File: config.mk
export PLATFORM = sky130hd
export DESIGN_NAME = exp_io_block
export DESIGN_NICKNAME = d
export VERILOG_FILES = /design/src/rtl/exp_io_pkg.sv /design/src/rtl/exp_io_decode.sv /design/src/rtl/exp_io_regs.sv /design/src/rtl/exp_io_pads.sv /design/src/rtl/exp_io_rdmux.sv /design/src/rtl/exp_io_block.sv
export SDC_FILE = /design/constraint.sdc
export NUM_CORES = 1
export LEC_CHECK = 0
export ABC_AREA = 0
export ABC_CLOCK_PERIOD_IN_PS = 6200
export BUFFER_PORTS_ARGS = -buffer_cell sky130_fd_sc_hd__buf_2
export CORE_MARGIN = 8
export CORE_UTILIZATION = 52
export DETAILED_ROUTE_END_ITERATION = 10
export PLACE_DENSITY = 0.93
export SLEW_MARGIN = 20
export SYNTH_ARGS = -nofsm -noshare
export SYNTH_HDL_FRONTEND = slang
export SYNTH_HIERARCHICAL = 1
export SYNTH_SLANG_ARGS = --single-unit
File: constraint.sdc
create_clock -name clk -period 6.2 [get_ports clk]
set_clock_uncertainty 0.2 [all_clocks]
set_input_delay 1.86 -clock clk [delete_from_list [all_inputs] [get_ports clk]]
set_output_delay 1.86 -clock clk [all_outputs]
set_load 0.005 [all_outputs]
File: src/rtl/exp_io_pkg.sv
package exp_io_pkg;

    // Register select; the value is the address offset from BASE.
    typedef enum logic [2:0] {
        SEL_PA     = 3'd0,
        SEL_PB     = 3'd1,
        SEL_PC     = 3'd2,
        SEL_PD     = 3'd3,
        SEL_CTL    = 3'd4,
        SEL_PA_BIT = 3'd5,
        SEL_PB_BIT = 3'd6,
        SEL_NONE   = 3'd7
    } reg_sel_e;

    localparam int unsigned NUM_SEL = 7;

    // Position of the direction bit inside the control register.
    localparam int unsigned CTL_DIR_BIT = 0;

    // Returns the register with bit 'idx' replaced by 'val'.
    function automatic logic [7:0] put_bit8(input logic [7:0] cur,
                                            input logic [2:0] idx,
                                            input logic       val);
        logic [7:0] res;
        res      = cur;
        res[idx] = val;
        return res;
    endfunction

endpackage

File: src/rtl/exp_io_decode.sv
module exp_io_decode
    import exp_io_pkg::*;
#(
    parameter int unsigned AW   = 8,
    parameter logic [AW-1:0] BASE = 'h40
) (
    input  logic [AW-1:0] addr,
    output reg_sel_e      sel
);
    logic [AW-1:0] ofs;

    always_comb begin
        ofs = addr - BASE;
        if (addr >= BASE && ofs < AW'(NUM_SEL))
            sel = reg_sel_e'(ofs[2:0]);
        else
            sel = SEL_NONE;
    end
endmodule

File: src/rtl/exp_io_regs.sv
module exp_io_regs
    import exp_io_pkg::*;
#(
    parameter int unsigned W = 8
) (
    input  logic         clk,
    input  logic         rst,
    input  logic         wr_en,
    input  reg_sel_e     sel,
    input  logic [W-1:0] wdata,
    output logic [W-1:0] pa_q,
    output logic [W-1:0] pb_q,
    output logic [W-1:0] pd_q,
    output logic         pd_in_q
);
    localparam int unsigned IDXW = $clog2(W);

    logic [IDXW-1:0] bit_idx;
    logic            bit_val;
    logic [W-1:0]    bit_msk;

    assign bit_idx = wdata[IDXW-1:0];
    assign bit_val = wdata[IDXW];

    always_comb begin
        bit_msk = '0;
        bit_msk[bit_idx] = 1'b1;
    end

    always_ff @(posedge clk) begin
        if (rst) begin
            pa_q    <= '1;
            pb_q    <= '1;
            pd_q    <= '1;
            pd_in_q <= 1'b1;
        end else if (wr_en) begin
            case (sel)
                SEL_PA:     pa_q <= wdata;
                SEL_PB:     pb_q <= wdata;
                SEL_PD:     pd_q <= wdata;
                SEL_CTL:    pd_in_q <= wdata[CTL_DIR_BIT];
                SEL_PA_BIT: pa_q <= (pa_q & ~bit_msk) | (bit_val ? bit_msk : '0);
                SEL_PB_BIT: pb_q <= (pb_q & ~bit_msk) | (bit_val ? bit_msk : '0);
                default:    ;
            endcase
        end
    end
endmodule

File: src/rtl/exp_io_pads.sv
module exp_io_pads #(
    parameter int unsigned W = 8
) (
    input  logic         oe_a,
    input  logic [W-1:0] pa_q,
    input  logic [W-1:0] pb_q,
    input  logic [W-1:0] pd_q,
    input  logic         pd_in_q,
    input  logic [W-1:0] pc_i,
    output logic [W-1:0] pa_o,
    output logic [W-1:0] pa_oe,
    output logic [W-1:0] pb_o,
    output logic [W-1:0] pb_oe,
    output logic [W-1:0] pd_o,
    output logic [W-1:0] pd_oe,
    output logic         wake
);
    localparam int unsigned HALF = W / 2;

    assign pa_o  = pa_q;
    assign pa_oe = {W{oe_a}};
    assign pd_o  = pd_q;
    assign pd_oe = {W{~pd_in_q}};

    // Lower half of port B is push-pull; upper half is open drain.
    for (genvar i = 0; i < W; i++) begin : g_pb
        if (i < HALF) begin : g_pp
            assign pb_o[i]  = pb_q[i];
            assign pb_oe[i] = 1'b1;
        end else begin : g_od
            assign pb_o[i]  = 1'b0;
            assign pb_oe[i] = ~pb_q[i];
        end
    end

    // Wake when any low-half input is high or any high-half input is low.
    assign wake = (|pc_i[HALF-1:0]) | ~(&pc_i[W-1:HALF]);
endmodule

File: src/rtl/exp_io_rdmux.sv
module exp_io_rdmux
    import exp_io_pkg::*;
#(
    parameter int unsigned W = 8
) (
    input  reg_sel_e     sel,
    input  logic [W-1:0] pa_q,
    input  logic [W-1:0] pb_q,
    input  logic [W-1:0] pd_q,
    input  logic         pd_in_q,
    input  logic [W-1:0] pc_i,
    input  logic [W-1:0] pd_i,
    output logic [W-1:0] rdata
);
    always_comb begin
        rdata = '0;
        case (sel)
            SEL_PA:  rdata = pa_q;
            SEL_PB:  rdata = pb_q;
            SEL_PC:  rdata = pc_i;
            SEL_PD:  rdata = pd_in_q ? pd_i : pd_q;
            SEL_CTL: rdata[CTL_DIR_BIT] = pd_in_q;
            default: rdata = '0;
        endcase
    end
endmodule

File: src/rtl/exp_io_block.sv
module exp_io_block
    import exp_io_pkg::*;
#(
    parameter int unsigned   W    = 8,
    parameter int unsigned   AW   = 8,
    parameter logic [AW-1:0] BASE = 'h40
) (
    input  logic          clk,
    input  logic          rst,
    input  logic          wr_en,
    input  logic [AW-1:0] addr,
    input  logic [W-1:0]  wdata,
    output logic [W-1:0]  rdata,
    input  logic          oe_a,
    output logic [W-1:0]  pa_o,
    output logic [W-1:0]  pa_oe,
    output logic [W-1:0]  pb_o,
    output logic [W-1:0]  pb_oe,
    input  logic [W-1:0]  pc_i,
    output logic          wake,
    input  logic [W-1:0]  pd_i,
    output logic [W-1:0]  pd_o,
    output logic [W-1:0]  pd_oe
);
    reg_sel_e     sel;
    logic [W-1:0] pa_q, pb_q, pd_q;
    logic         pd_in_q;

    exp_io_decode #(.AW(AW), .BASE(BASE)) u_dec (
        .addr (addr),
        .sel  (sel)
    );

    exp_io_regs #(.W(W)) u_regs (
        .clk     (clk),
        .rst     (rst),
        .wr_en   (wr_en),
        .sel     (sel),
        .wdata   (wdata),
        .pa_q    (pa_q),
        .pb_q    (pb_q),
        .pd_q    (pd_q),
        .pd_in_q (pd_in_q)
    );

    exp_io_pads #(.W(W)) u_pads (
        .oe_a    (oe_a),
        .pa_q    (pa_q),
        .pb_q    (pb_q),
        .pd_q    (pd_q),
        .pd_in_q (pd_in_q),
        .pc_i    (pc_i),
        .pa_o    (pa_o),
        .pa_oe   (pa_oe),
        .pb_o    (pb_o),
        .pb_oe   (pb_oe),
        .pd_o    (pd_o),
        .pd_oe   (pd_oe),
        .wake    (wake)
    );

    exp_io_rdmux #(.W(W)) u_rd (
        .sel     (sel),
        .pa_q    (pa_q),
        .pb_q    (pb_q),
        .pd_q    (pd_q),
        .pd_in_q (pd_in_q),
        .pc_i    (pc_i),
        .pd_i    (pd_i),
        .rdata   (rdata)
    );
endmodule

# ---- After elaboration in Yosys (flattened, before gate mapping)
# Cells that the tools add are included.
dict set report totals {
  reg_bits 25
  input_bits 36
  wordCells 47
}
dict set report classes {
  addsub 1
  order_cmp 4
  eq_ne 6
  muxes 9
  n_bitwise 12
  n_reduce_logical 11
}
# operator n
set ops {}
lappend ops {{$pmux 8 s2} 2}
lappend ops {{$pmux 7 s4} 1}
lappend ops {{$and 8x8->8} 2}
lappend ops {{$mux 8} 2}
lappend ops {{$or 8x8->8} 2}
lappend ops {{$eq 3x3->1 const B} 3}
lappend ops {{$ge 8x7->1 const B} 1}
lappend ops {{$lt 8x3->1 const B} 1}
lappend ops {{$not 8->8} 1}
lappend ops {{$reduce_and 2->1} 4}
lappend ops {{$sub 8x7->8 const B} 1}
lappend ops {{$eq 3x2->1 const B} 2}
lappend ops {{$not 1->1} 6}
lappend ops {{$pmux 1 s5} 1}
lappend ops {{$lt 3x4->1 const B} 1}
lappend ops {{$reduce_and 4->1} 1}
lappend ops {{$reduce_bool 2->1} 2}
lappend ops {{$reduce_or 4->1} 1}
lappend ops {{$demux 1 s3} 1}
lappend ops {{$eq 3x1->1 const B} 1}
lappend ops {{$ge 3x1->1 const B} 1}
lappend ops {{$logic_not 3->1} 1}
lappend ops {{$mux 3} 1}
lappend ops {{$logic_and 1x1->1} 2}
lappend ops {{2 further kinds} 2}

# ---- Depth between registers and ports, before layout
dict set report logic_depth {
  depth_word 8
  mapped_depth 9
}

# ---- Hierarchy
# The synthesis kept the hierarchy.
# module n_inst cells_each area_each_um2
set modules_own_cells {}
lappend modules_own_cells {exp_io_regs 1 177 1432.6}
lappend modules_own_cells {exp_io_rdmux 1 42 405.4}
lappend modules_own_cells {exp_io_pads 1 53 374.1}
lappend modules_own_cells {exp_io_decode 1 7 46.3}

# ---- Worst setup path after synthesis
# OpenSTA, ideal clock, no wires.
dict set report synth_path {
  kind {input to output}
  startpoint {in addr[7]}
  endpoint {out rdata[0]}
  arrival_time_ps 3053
  required_ps 4140
  slack_ps 1087
  cell_stages 6
  cell_sequence {nor4b_4 nand2_1 clkbuf_1 nor2b_1 nand2_1 o221ai_1}
}
dict set report synth_via {
  elab_chain_len 6
  elab_cells_between_ends 11
}
# element line
set synth_lines {}
lappend synth_lines {{from (decl)} exp_io_block.sv:11} ;# input logic [AW-1:0] addr,
lappend synth_lines {{$sub 8x7->8} exp_io_decode.sv:13} ;# ofs = addr - BASE;
lappend synth_lines {{$lt 8x3->1} exp_io_decode.sv:14} ;# if (addr >= BASE && ofs < AW'(NUM_SEL))
lappend synth_lines {{$logic_and 1x1->1 (*)} exp_io_decode.sv:14}
lappend synth_lines {{$mux 3 (*)} exp_io_decode.sv:14}
lappend synth_lines {{via sel[2]} exp_io_block.sv:25} ;# reg_sel_e sel;
lappend synth_lines {{$eq 3x3->1, or another cell as far along} exp_io_rdmux.sv:17} ;# case (sel)
lappend synth_lines {{$pmux 1 s5 (*)} exp_io_rdmux.sv:17}
lappend synth_lines {{to (decl)} exp_io_block.sv:13} ;# output logic [W-1:0] rdata,
# Mark *: on every way through the listed nets, which the timed path passes. The rest lies on a longest branch.

# ---- Worst setup path in the final report
# Ends and elaborated chain as after synthesis.

==> reports/qor.txt <==
Die Wd -> 81.9 um
PD cells -> 131 mW/mm^2
Hold-fix buffers, CTS -> 0
Layout cell share with drive strength beyond 1 -> 32.5%
Internal power -> 0.229 mW
Final worst path period need -> 5.56 ns
Core area -> 0.00426 mm^2
TritonCTS Buffers -> 3
Clock Tree Root -> clkbuf_8
Psw -> 0.0770 mW
Later-pin clock latency in the skew report -> 0.27 ns
Cells after DPL -> 350
Die Y -> 81.9 um
Max frequency -> 180 MHz
Seq pwr share -> 53.0%
RSZ-0062 raised after global routing -> no
First drt pass iteration count -> 5
Logic pwr share -> 15.3%
Slew Limit Fails -> 0
Via density -> 5.70
Initial Util -> 53.0%
Post-CTS Setup Inserts -> 0
DP HPWL -> 4.54 mm
Most used cell, CP -> buf_2
Overall routing resource usage -> 16.9%
Via Count -> 2,017
Remaining global-route overflow -> 0
Final cycle utilization of the critical path -> 89.6%
Syn-to-layout area delta -> 3.49%
Post-synth EDFFs -> 0
Setup_tns -> 0 ns
Layout Cells excl Fill -> 354
Commonest non-fill, non-tap cell in the layout -> buf_2
Seq/Total Area, Yosys -> 22.2%
1st-iter DRT viols -> 260
Crit path required time -> 4.14 ns
Number of clock sinks -> 25
Worst-Margin Slew -> 0.580 ns
MaxCap Viol Count -> 0
Fin nets -> 339
Mapped Cells -> 279
Post-synth ARST share -> 0%
CP arrival -> 3.50 ns
Slew HR -> 61.2%
IO buf count -> 75
CP endpoint kind -> primary output
Synth Register Bits -> 25
Resized cells post-CTS -> 0
Cell Rows -> 24
Area of the die -> 0.00671 mm^2
Final antenna-violating net count -> 0
CP peak stage delay -> 0.36 ns
Initial antenna violation count -> 0
Max Buffers Root-to-Sink -> 2
Synthesized cell area -> 0.00226 mm^2
Peak supply drop -> 81.1 uV
Total Wirelength -> 5.88 mm
Crit-path cells -> buf_2 -> nor4b_4 -> nand2_1 -> buf_4 -> or3_1 -> o221ai_1 -> buf_2
GP Congestion -> 0.866
Status -> completed
Wire per inst -> 16.6 um
Final setup vio count -> 0
Type of the tightest min-delay check -> reg2reg
Post-Syn Area per Cell -> 8.09 um^2
Antenna diode count -> 0
Clk pwr share -> 31.6%
Final hold violations -> 0
Leakage power -> 1.16 nW
Crit path launch type -> input pin
Commonest non-fill, non-tap cells in the layout -> buf_2 (75), nand2_1 (34), dfxtp_1 (25), nand3b_1 (16), nor2_1 (15)
Sw Ratio -> 25.2%
Largest net degree at the start of global routing -> 29
Count of different cell masters after synthesis -> 48
Vias in the first global route -> 1,919
YS warnings -> 6
Synth Flop Type -> dfxtp_1
CP max stage cell -> or3_1
Ports -> 93
# H-tree levels -> 1
Internal reg-to-reg setup slack -> 4.90 ns
# DRC -> 0
Clock-pin transition on the worst setup and hold timing paths -> 0.09 ns
CTS tree -> built
First-pass GRT wire length -> 9.12 mm
Max FO, Critical Path -> 14
Critical path type -> in2out
final timing paths:
path,startpoint,end,depth (start not counted)
worst max-delay path,addr[7],rdata[0],7
worst min register to register,u_regs/pd_q[0],u_regs/pd_q[0],2
worst min-delay path,u_regs/pd_q[0],u_regs/pd_q[0],2
worst max register to register,u_regs/pd_in_q,u_regs/pd_in_q,2
per-stage QoR:
stage | setup WS, ns | utilization, % | instance area [um^2] | power [mW] | hold WS, ns
after floorplan | 1.09 | - | 2280 | 0.202 | 0.259
after detailed placement | 0.618 | 53.8 | 2290 | 0.212 | 0.287
after CTS | 0.622 | 54.8 | 2340 | 0.305 | 0.299
final | 0.642 | 54.8 | 2340 | 0.306 | 0.300
after global routing | 0.456 | 54.8 | 2340 | 0.317 | 0.317
after global placement | 0.700 | 53.8 | 2290 | 0.211 | 0.273
metal layers:
layer  share of wire, %  wire length, um  track usage, %  vias to the layer above
li1                   -                -               -                      966
met1                 42             2480            21.2                      925
met2                 46             2720            28.8                      118
met3                 10              615            2.30                        8
met4               0.99               58            5.61                        0
met5                  0                0               0                        -
kinds of logic (layout without fill, tap and decap cells):
family	after synthesis	in the layout	synth area share [%]
xor gates and xnor gates	1	1	1.22
AOI/OAI and AO/OA	47	47	13.5
muxes	18	18	10.3
and+or+nand+nor	114	114	31.3
DFF	25	25	22.2
buffers and inverters	72	89	21.2
other	2	8	0.333
layout make-up:
type,instances,area (um^2)
Fill cell,365,1930
Multi-Input combinational cell,188,1300
Sequential cell,25,500
Timing Repair Buffer,78,398
Tap cell,52,65.1
Clock buffer,4,45.0
Inverter,7,26.3
power groups by stage:
stage / Combinational, mW / Clock [mW] / Sequential (mW)
floorplan: 0.0364 / 0 / 0.166
global placement: 0.0448 / 0 / 0.166
detailed placement: 0.0461 / 0 / 0.166
CTS: 0.0463 / 0.0969 / 0.162
global route: 0.0518 / 0.103 / 0.162
finish: 0.0469 / 0.0967 / 0.162
critical path: cells and delay by family:
| kind | cells | cell delay (ns) |
|---|---|---|
| compound gates | 1 | 0.08 |
| simple gates | 3 | 0.98 |
| buf+inv | 3 | 0.57 |
cell usage after synthesis (4+ instances only):
| cell type | count | area [um^2] |
|---|---|---|
| nand3b_1 | 16 | 120 |
| inv_1 | 7 | 26.3 |
| o21a_1 | 10 | 75.1 |
| o21ai_0 | 4 | 20.0 |
| buf_2 | 6 | 30.0 |
| clkbuf_1 | 8 | 30.0 |
| nor2_1 | 15 | 56.3 |
| dfxtp_1 | 25 | 500 |
| a21oi_1 | 14 | 70.1 |
| nand3_1 | 8 | 40.0 |
| mux2i_1 | 12 | 120 |
| and3_1 | 5 | 31.3 |
| a31oi_1 | 4 | 25.0 |
| nand2_1 | 34 | 128 |
| or3_1 | 10 | 62.6 |
| buf_4 | 47 | 353 |
| o22ai_1 | 5 | 31.3 |
Power figures use the tool's default switching activity.
